$ cat src/rtl/stencil_pkg.sv
package stencil_pkg;

  // strobes from control to datapath
  typedef struct packed {
    logic shift;    // advance the stream window
    logic pfWrite;  // prefetch write into active static bank
    logic wbWrite;  // write-back into shadow static bank
    logic wrTop;    // write targets the top-row cache (else bottom)
    logic swap;     // exchange active and shadow banks
  } dpStrobe_t;

  typedef enum logic [1:0] {G_IDLE, G_RUN, G_DRAIN, G_DONE} gState_t;

  typedef enum logic [3:0] {
    PC_INNER = 4'd0, PC_TOP = 4'd1, PC_BOT = 4'd2, PC_LEFT = 4'd3,
    PC_RIGHT = 4'd4, PC_TL = 4'd5, PC_TR = 4'd6, PC_BL = 4'd7, PC_BR = 4'd8
  } ptCase_t;

endpackage

$ cat src/rtl/stencil_ctrl.sv
module stencil_ctrl
  import stencil_pkg::*;
#(
  parameter int ROWS = 11,
  parameter int COLS = 11,
  localparam int RW = $clog2(ROWS),
  localparam int CW = $clog2(COLS)
) (
  input  logic          clk,
  input  logic          rst,
  input  logic          inValid,
  output logic          inReady,
  output logic          outValid,
  input  logic          outReady,
  input  logic          resValid,
  output dpStrobe_t     strobe,
  output logic [RW-1:0] cRow,
  output logic [CW-1:0] cCol,
  output logic [CW-1:0] wrCol
);

  localparam logic [RW-1:0] LAST_ROW = RW'(ROWS - 1);
  localparam logic [CW-1:0] LAST_COL = CW'(COLS - 1);

  // prefetch machine
  logic          pfBusy;
  logic [RW-1:0] pfRow;
  logic [CW-1:0] pfCol;
  // gather machine
  gState_t       gState;
  logic [RW-1:0] inRow;
  logic [CW-1:0] inCol;
  // write-back machine
  logic          wbBusy;
  logic [RW-1:0] wRow;
  logic [CW-1:0] wCol;

  logic pfAcc, gAcc, wbAcc, emit, filling, passEnd;

  always_comb begin
    filling  = (inRow == '0);
    pfAcc    = pfBusy && inValid;
    inReady  = pfBusy || (gState == G_RUN && (filling || outReady));
    outValid = (gState == G_RUN && inValid && !filling) || (gState == G_DRAIN);
    gAcc     = (gState == G_RUN) && inValid && inReady;
    emit     = outValid && outReady;
    wbAcc    = wbBusy && !pfBusy && resValid;
    passEnd  = (gState == G_DONE) && !wbBusy;

    strobe.shift   = gAcc || (gState == G_DRAIN && emit);
    strobe.pfWrite = pfAcc && (pfRow == '0 || pfRow == LAST_ROW);
    strobe.wbWrite = wbAcc && (wRow == '0 || wRow == LAST_ROW);
    strobe.wrTop   = pfAcc ? (pfRow == '0) : (wRow == '0);
    strobe.swap    = passEnd;
    wrCol          = pfAcc ? pfCol : wCol;
  end

  // prefetch: one warm-up pass
  always_ff @(posedge clk) begin
    if (rst) begin
      pfBusy <= 1'b1;
      pfRow  <= '0;
      pfCol  <= '0;
    end else if (pfAcc) begin
      if (pfCol == LAST_COL) begin
        pfCol <= '0;
        if (pfRow == LAST_ROW) begin
          pfRow  <= '0;
          pfBusy <= 1'b0;
        end else begin
          pfRow <= pfRow + 1'b1;
        end
      end else begin
        pfCol <= pfCol + 1'b1;
      end
    end
  end

  // gather/emit
  always_ff @(posedge clk) begin
    if (rst) begin
      gState <= G_IDLE;
      inRow  <= '0;
      inCol  <= '0;
      cRow   <= '0;
      cCol   <= '0;
    end else begin
      if (gAcc) begin
        if (inCol == LAST_COL) begin
          inCol <= '0;
          inRow <= (inRow == LAST_ROW) ? '0 : inRow + 1'b1;
        end else begin
          inCol <= inCol + 1'b1;
        end
      end
      if (emit) begin
        if (cCol == LAST_COL) begin
          cCol <= '0;
          cRow <= (cRow == LAST_ROW) ? '0 : cRow + 1'b1;
        end else begin
          cCol <= cCol + 1'b1;
        end
      end
      unique case (gState)
        G_IDLE:  if (!pfBusy) gState <= G_RUN;
        G_RUN:   if (gAcc && inRow == LAST_ROW && inCol == LAST_COL) gState <= G_DRAIN;
        G_DRAIN: if (emit && cRow == LAST_ROW && cCol == LAST_COL) gState <= G_DONE;
        G_DONE:  if (passEnd) gState <= G_RUN;
        default: gState <= G_IDLE;
      endcase
    end
  end

  // write-back of kernel results
  always_ff @(posedge clk) begin
    if (rst) begin
      wbBusy <= 1'b1;
      wRow   <= '0;
      wCol   <= '0;
    end else if (passEnd) begin
      wbBusy <= 1'b1;
    end else if (wbAcc) begin
      if (wCol == LAST_COL) begin
        wCol <= '0;
        if (wRow == LAST_ROW) begin
          wRow   <= '0;
          wbBusy <= 1'b0;
        end else begin
          wRow <= wRow + 1'b1;
        end
      end else begin
        wCol <= wCol + 1'b1;
      end
    end
  end

endmodule

$ cat src/rtl/stencil_dpath.sv
module stencil_dpath
  import stencil_pkg::*;
#(
  parameter int ROWS = 11,
  parameter int COLS = 11,
  parameter int DW   = 16,
  localparam int RW  = $clog2(ROWS),
  localparam int CW  = $clog2(COLS),
  localparam int WIN = 2 * COLS
) (
  input  logic          clk,
  input  logic          rst,
  input  dpStrobe_t     strobe,
  input  logic [DW-1:0] inData,
  input  logic [DW-1:0] resData,
  input  logic [RW-1:0] cRow,
  input  logic [CW-1:0] cCol,
  input  logic [CW-1:0] wrCol,
  output logic [DW-1:0] nbUp,
  output logic [DW-1:0] nbDown,
  output logic [DW-1:0] nbLeft,
  output logic [DW-1:0] nbRight,
  output logic [3:0]    nbMask,
  output ptCase_t       pointCase
);

  localparam logic [RW-1:0] LAST_ROW = RW'(ROWS - 1);
  localparam logic [CW-1:0] LAST_COL = CW'(COLS - 1);

  // window: win[j] holds the value accepted j+1 shifts ago
  logic [DW-1:0] win [WIN];
  // static row caches, two banks each
  logic [DW-1:0] rowTop [2][COLS];
  logic [DW-1:0] rowBot [2][COLS];
  logic          actBank;

  always_ff @(posedge clk) begin
    if (strobe.shift) begin
      win[0] <= inData;
      for (int j = 1; j < WIN; j++) win[j] <= win[j-1];
    end
  end

  always_ff @(posedge clk) begin
    if (rst) actBank <= 1'b0;
    else if (strobe.swap) actBank <= ~actBank;
  end

  always_ff @(posedge clk) begin
    if (strobe.pfWrite) begin
      if (strobe.wrTop) rowTop[actBank][wrCol] <= inData;
      else              rowBot[actBank][wrCol] <= inData;
    end
    if (strobe.wbWrite) begin
      if (strobe.wrTop) rowTop[~actBank][wrCol] <= resData;
      else              rowBot[~actBank][wrCol] <= resData;
    end
  end

  logic isTop, isBot, isLeft, isRight;

  always_comb begin
    isTop   = (cRow == '0);
    isBot   = (cRow == LAST_ROW);
    isLeft  = (cCol == '0);
    isRight = (cCol == LAST_COL);

    nbUp    = isTop   ? rowBot[actBank][cCol] : win[WIN-1];
    nbDown  = isBot   ? rowTop[actBank][cCol] : inData;
    nbLeft  = isLeft  ? '0 : win[COLS];
    nbRight = isRight ? '0 : win[COLS-2];
    nbMask  = {~isRight, ~isLeft, 2'b11};

    if      (isTop && isLeft)  pointCase = PC_TL;
    else if (isTop && isRight) pointCase = PC_TR;
    else if (isBot && isLeft)  pointCase = PC_BL;
    else if (isBot && isRight) pointCase = PC_BR;
    else if (isTop)            pointCase = PC_TOP;
    else if (isBot)            pointCase = PC_BOT;
    else if (isLeft)           pointCase = PC_LEFT;
    else if (isRight)          pointCase = PC_RIGHT;
    else                       pointCase = PC_INNER;
  end

endmodule

$ cat src/rtl/stencil_tuple_asm.sv
module stencil_tuple_asm
  import stencil_pkg::*;
#(
  parameter int ROWS = 11,
  parameter int COLS = 11,
  parameter int DW   = 16
) (
  input  logic          clk,
  input  logic          rst,
  input  logic          inValid,
  input  logic [DW-1:0] inData,
  output logic          inReady,
  output logic          outValid,
  input  logic          outReady,
  output logic [DW-1:0] nbUp,
  output logic [DW-1:0] nbDown,
  output logic [DW-1:0] nbLeft,
  output logic [DW-1:0] nbRight,
  output logic [3:0]    nbMask,
  output logic [3:0]    pointCase,
  input  logic          resValid,
  input  logic [DW-1:0] resData
);

  localparam int RW = $clog2(ROWS);
  localparam int CW = $clog2(COLS);

  dpStrobe_t     strobe;
  logic [RW-1:0] cRow;
  logic [CW-1:0] cCol;
  logic [CW-1:0] wrCol;
  ptCase_t       caseCode;

  stencil_ctrl #(.ROWS(ROWS), .COLS(COLS)) u_ctrl (
    .clk(clk), .rst(rst), .inValid(inValid), .inReady(inReady),
    .outValid(outValid), .outReady(outReady), .resValid(resValid),
    .strobe(strobe), .cRow(cRow), .cCol(cCol), .wrCol(wrCol)
  );

  stencil_dpath #(.ROWS(ROWS), .COLS(COLS), .DW(DW)) u_dpath (
    .clk(clk), .rst(rst), .strobe(strobe), .inData(inData), .resData(resData),
    .cRow(cRow), .cCol(cCol), .wrCol(wrCol),
    .nbUp(nbUp), .nbDown(nbDown), .nbLeft(nbLeft), .nbRight(nbRight),
    .nbMask(nbMask), .pointCase(caseCode)
  );

  assign pointCase = caseCode;

endmodule

$ cat config.mk
export PLATFORM = sky130hd
export DESIGN_NAME = stencil_tuple_asm
export DESIGN_NICKNAME = d
export VERILOG_FILES = /design/src/rtl/stencil_pkg.sv /design/src/rtl/stencil_ctrl.sv /design/src/rtl/stencil_dpath.sv /design/src/rtl/stencil_tuple_asm.sv
export SDC_FILE = /design/constraint.sdc
export NUM_CORES = 1
export LEC_CHECK = 0
export BUFFER_PORTS_ARGS = -buffer_cell sky130_fd_sc_hd__clkbuf_2
export CORE_UTILIZATION = 59
export CTS_BUF_LIST = sky130_fd_sc_hd__clkbuf_2
export DETAILED_ROUTE_END_ITERATION = 12
export GPL_TIMING_DRIVEN = 0
export PLACE_DENSITY_LB_ADDON = 0.15
export SYNTH_ARGS = -nofsm -noshare
export SYNTH_HDL_FRONTEND = slang
export SYNTH_HIERARCHICAL = 1
export SYNTH_SLANG_ARGS = --single-unit
$ cat constraint.sdc
create_clock -name clk -period 9.45 [get_ports clk]
set_clock_uncertainty 0.2 [all_clocks]
set_input_delay 0.4725 -clock clk [delete_from_list [all_inputs] [get_ports clk]]
set_output_delay 0.4725 -clock clk [all_outputs]
set_load 0.01 [all_outputs]
# Word level (Yosys, flattened, before mapping)
# Memory sizes are Yosys's and may differ from the RTL's. A register that Yosys moved wholly into a read port is not among the register bits.
# Cells that the tools add are included.
# Widths: inputs -> output; s select.
totals:
  register_bits: 37
  ramBits: 1056
  inputBits: 37
  output_inout_bits: 74
  elab_cells: 151
  n_memories: 3
op_classes:
  add_sub_neg: 8
  magnitude_cmp: 3
  eq_ne: 15
  n_mux: 57
  bitwise_logic: 6
  n_reduce_logical: 47
mem_list:
  columns: ["memory", "depth", "word_bits", "read_ports", "rd_clocked_by_memory_dff", "wr", "line_no", "text"]
  rows:
  - ["u_dpath.rowBot", 2, 176, 1, 1, 1, "stencil_dpath.sv:34", "logic [DW-1:0] rowBot [2][COLS];"]
  - ["u_dpath.rowTop", 2, 176, 1, 1, 1, "stencil_dpath.sv:33", "logic [DW-1:0] rowTop [2][COLS];"]
  - ["u_dpath.win", 22, 16, 22, 0, 22, "stencil_dpath.sv:31", "logic [DW-1:0] win [WIN];"]
ops:
  columns: ["op", "count"]
  rows:
  - ["$mux 176", 8]
  - ["$reduce_or 176->1", 2]
  - ["$mux 16", 9]
  - ["$bmux 16 s4", 2]
  - ["$demux 16 s4", 1]
  - ["$mux 4", 16]
  - ["$add 4x1->4 const B", 8]
  - ["$eq 4x4->1 const B", 8]
  - ["$logic_and 1x1->1", 21]
  - ["$logic_not 4->1", 5]
  - ["$mux 1", 15]
  - ["$ge 5x5->1 const B", 2]
  - ["$not 4->5", 2]
  - ["$reduce_and 3->1", 3]
  - ["$mux 2", 4]
  - ["$pmux 2 s4", 1]
  - ["$reduce_and 2->1", 4]
  - ["$logic_or 1x1->1", 6]
  - ["$ne 2x2->1 const B", 3]
  - ["$lt 5x1->1 const B", 1]
  - ["$eq 2x2->1 const B", 2]
  - ["$not 1->1", 4]
  - ["$reduce_and 4->1", 1]
  - ["$logic_not 1->1", 3]
  - ["other kinds (5)", 5]

# Longest topological paths before layout
logic_depth:
  depth_word: 10
  depth_mapped: 10
  mapped_depth_nobuf: 8

# By module
# The synthesis kept the hierarchy.
modules_own_cells:
  columns: ["module", "n_inst", "cells_per_inst", "area_each_um2"]
  rows:
  - ["stencil_dpath", 1, 2878, 47444.3]
  - ["stencil_ctrl", 1, 264, 2145.8]

# Worst setup path after synthesis
# Ideal clock, no wire load.
synth_path:
  kind: "reg2reg"
  startpoint: "reg u_ctrl.inRow[0]"
  endpoint: "mem u_dpath.win[0][0] (enable)"
  t_arrival_ns: 8.079
  required_time_ns: 8.536
  path_slack_ns: 0.457
  stages_incl_launch_ff: 4
  period_less_slack_ns: 8.993
  cell_sequence: "dfxtp_1 > nor4_4 > o21a_1 > a21o_1"
synth_lines:
  columns: ["element", "line_no", "text"]
  rows:
  - ["start: declaration", "stencil_ctrl.sv:31", "logic [RW-1:0] inRow;"]
  - ["start signal: assignment", "stencil_ctrl.sv:91", "inRow <= (inRow == LAST_ROW) ? '0 : inRow + 1'b1;"]
  - ["end: declaration", "stencil_dpath.sv:31", null]

# Final worst setup path
layout_path:
  startpoint: "reg u_ctrl.cRow[3]"
  endpoint: "out nbUp[8]"
layout_between:
  elab_chain_cells: 2
layout_lines:
  columns: ["element", "line_no", "text"]
  rows:
  - ["start: declaration", "stencil_ctrl.sv:17", "output logic [RW-1:0] cRow,"]
  - ["start signal: assignment", "stencil_ctrl.sv:99", "cRow <= (cRow == LAST_ROW) ? '0 : cRow + 1'b1;"]
  - ["$logic_not 4->1", "stencil_dpath.sv:63", "isTop = (cRow == '0);"]
  - ["$mux 16", "stencil_dpath.sv:68", "nbUp = isTop ? rowBot[actBank][cCol] : win[WIN-1];"]
  - ["end: declaration", "stencil_tuple_asm.sv:15", "output logic [DW-1:0] nbUp,"]
# Every way passes these cells.

==> results.toml <==
[min_path]
whs_endpoint = "u_dpath/rowTop[0][47]$_DFFE_PP_"
hold_path_depth = 4
worstHoldStart = "resData[15]"
hp-class = "in -> reg"

[clocking]
clock_sinks = 1094
cts_resized = 0
cts_htree_levels = 5
cts_hold_buffers = 81
cts_buffers = 294
root_buffer = "clkbuf_2"
post_cts_buffers = 0
insertion_delay_ns = 1.59
path_clk_slew_ns = 0.09
cts_tree = "yes"
clock_path_buffers = 4

[die]
fp.dieW_um = 292
ioPinCount = 111
design.die.area_um2 = 85200
rows = 105
dieHeight_um = 292
core_area_um2 = 82600
start_util_pct = 60.0

[detailed_routing]
vias = 34200
drtIter0Drc = 5083
routed_wirelength_mm = 190
first_pass_iters = 6
drcViolationCount = 0
vias_per_cell = 6.93
antenna_left = 0
post_drt_wl_per_cell_um = 38.6

[yosys]
yosys.area.top_type_share_pct = 63.9
ys_warn_count = 6
synth_top_cell_by_area = "edfxtp_1"
async_flop_share_pct = 0
synth-seq-area-share_pct = 65.5
ys_ff_latch = 1094
synth_edf_count = 1056
synthCells = 3142
avgSynthCellArea_um2 = 15.8
synthDistinctLibCells = 71
syn_area_um2 = 49600
ys.flop_type = "edfxtp_1"
synthTopCellsByArea = "edfxtp_1 (64%), mux2_2 (15%), mux2i_1 (6.1%)"

[critical_path]
worst-path-buf-inv = 3
reg2reg_depth = 8
critPathMaxFanout = 10
critPathLaunchType = "flip-flop"
rr_endpoint = "u_dpath/rowBot[0][56]$_DFFE_PP_"
r2r-start = "u_ctrl/pfBusy$_SDFFE_PP1P_"
cpMaxStageDelayCell = "clkbuf_1"
arrival_ns = 5.43
cp-end-kind = "primary output"
cpMostUsedCell = "a31oi_1"
reg2reg_setup_slack_ns = 4.54
worst-setup-path-type = "reg -> out"
slowest_delay_ns = 1.09
worst_ep_required_time_ns = 8.78
cp_cell_sequence = "or4_1, buf_1, clkbuf_1, a31oi_1, a31oi_1, clkbuf_2"
critPathTopFamily = "buffers and inverters"

[power_and_ir_drop]
seqPwrFrac_pct = 58.9
p_sw_share_pct = 25.2
power_mw = 9.36
power_frac_comb_pct = 6.1
leakagePower_nw = 18.3
power_density_nw_per_um2 = 168
p_sw_mw = 2.36
power.internal_mw = 7.00
irDropWorstVdd_mv = 0.133
pwr-share-clk_pct = 35.1

[timing]
worst_slew_pin_slew_ns = 1.60
setup_viol_count_final = 0
final_hold_viol_count = 0
final.min_clock_period_ns = 6.11
slew_headroom_pct = -6.52
fin_crit_sh_pct = 64.6
rsz0062_at_grt = "false"
drv_slew = 66
fmax_ghz = 0.164

[layout]
top_regs = "u_dpath/rowBot x352, u_dpath/rowTop x352, u_dpath/win x352"
n_fill_cell = 5982
final_cell_mix = "edfxtp_1 (1056), mux2_2 (658), clkbuf_2 (544)"
drive_gt1_share_pct = 37.3
area_delta_synth_final_pct = 12.3
final_nets = 3705
finish.instance_area_um2 = 55700
final_common_cell = "edfxtp_1"

[global_routing]
gr-usage-all-layers_pct = 44.6
grt_pass1_wl_mm = 255
grt_pass1_vias = 33000
grt-ovfl-total = 0
grt_start_max_net_pins = 85
antenna_found_initial = 9

[placement]
io_buffers = 108
placed_cell_area_um2 = 52400
hpwl_mm = 126
gp_congestion = 1.06

[outcome]
violations = "capacitance limit, slew limit"
outcome = "finished, violations left"

[flow_run]
maxCapViolCount = 6
## power by group through the flow
stage	Sequential (mW)	Combinational, mW	Clock, mW
after global routing	5.52	0.579	3.55
after CTS	5.51	0.548	3.31
after floorplan	5.65	0.295	0
final	5.51	0.566	3.28
after detailed placement	5.62	0.511	0
after global placement	5.68	0.473	0
## synth_stat cells, types with 25 or more instances
cell type  number
edfxtp_1     1056
mux2_2        658
mux2i_1       301
clkbuf_1      205
nor2_1        130
a22oi_1       100
nand2_1        77
buf_2          57
a31oi_1        51
mux2_1         50
o21ai_0        42
o22ai_1        40
dfxtp_1        38
mux4_2         35
nor2b_1        33
nand3_1        31
inv_1          27
a21oi_1        25
## worst max path at each step
stage,slack (ns),to,startpoint,cells after the start
6_report,3.34,nbUp[8],u_ctrl/cRow[3]$_SDFFE_PP0P_,6
2_1_floorplan,0.46,u_dpath/win[0][0]$_DFFE_PP_,u_ctrl/inRow[0]$_SDFFE_PP0P_,3
4_1_cts,3.51,nbUp[7],u_ctrl/cCol[1]$_SDFFE_PP0N_,8
3_3_place_gp,-1.73,u_dpath/win[0][13]$_DFFE_PP_,outReady,5
3_5_place_dp,4.96,u_dpath/rowBot[1][87]$_DFFE_PP_,resValid,8
5_1_grt,3.46,nbUp[11],u_ctrl/cCol[1]$_SDFFE_PP0N_,8
## per-stage QoR
stage          setup WS (ns)  cells  setup TNS (ns)  hold slack (ns)  utilization, %
2_1_floorplan          0.457   3143               0            0.200               -
3_3_place_gp           -1.73   4321         -585.08            0.200            62.3
3_5_place_dp            4.96   4357               0            0.205            63.4
4_1_cts                 3.51   4916               0           0.0409            67.4
5_1_grt                 3.46   4919               0            0.133            67.4
6_report                3.34   4929               0            0.185            67.4
## routing by layer
metal	track usage, %	share of wire, %	wire length, µm
met1	55.5	34	65100
met5	0	0.036	69
met4	38.2	9.7	18500
met3	14.4	14	26500
met2	63.0	42	79900
## cells by family after synthesis
group	synth area share, %
simple gates	3.80
other cells	0.00756
mux	23.7
flops	65.5
buf+inv	2.74
fa+ha+maj	0.101
compound gates	4.04
xor+xnor	0.0883
## worst register-to-register path, delay by kind of cell (launching register included)
family / cells / cell delay, ns
buffers and inverters: 3 / 1.34
and+or+nand+nor: 4 / 2.44
muxes: 1 / 0.38
DFF: 1 / 0.31
## final cells by class
type	count	area, µm²	share of cell area, %
Timing Repair Buffer	225	2070	3.71
Inverter	28	110	0.198
Buffer	294	1250	2.24
Clock buffer	433	2170	3.89
Tap cell	1070	1340	2.40
Multi-Input combinational cell	1727	16000	28.6
Clock inverter	45	310	0.557
Sequential cell	1094	32500	58.3
Antenna cell	13	32.5	0.0584
No activity file was read; power rests on OpenSTA's default activity.
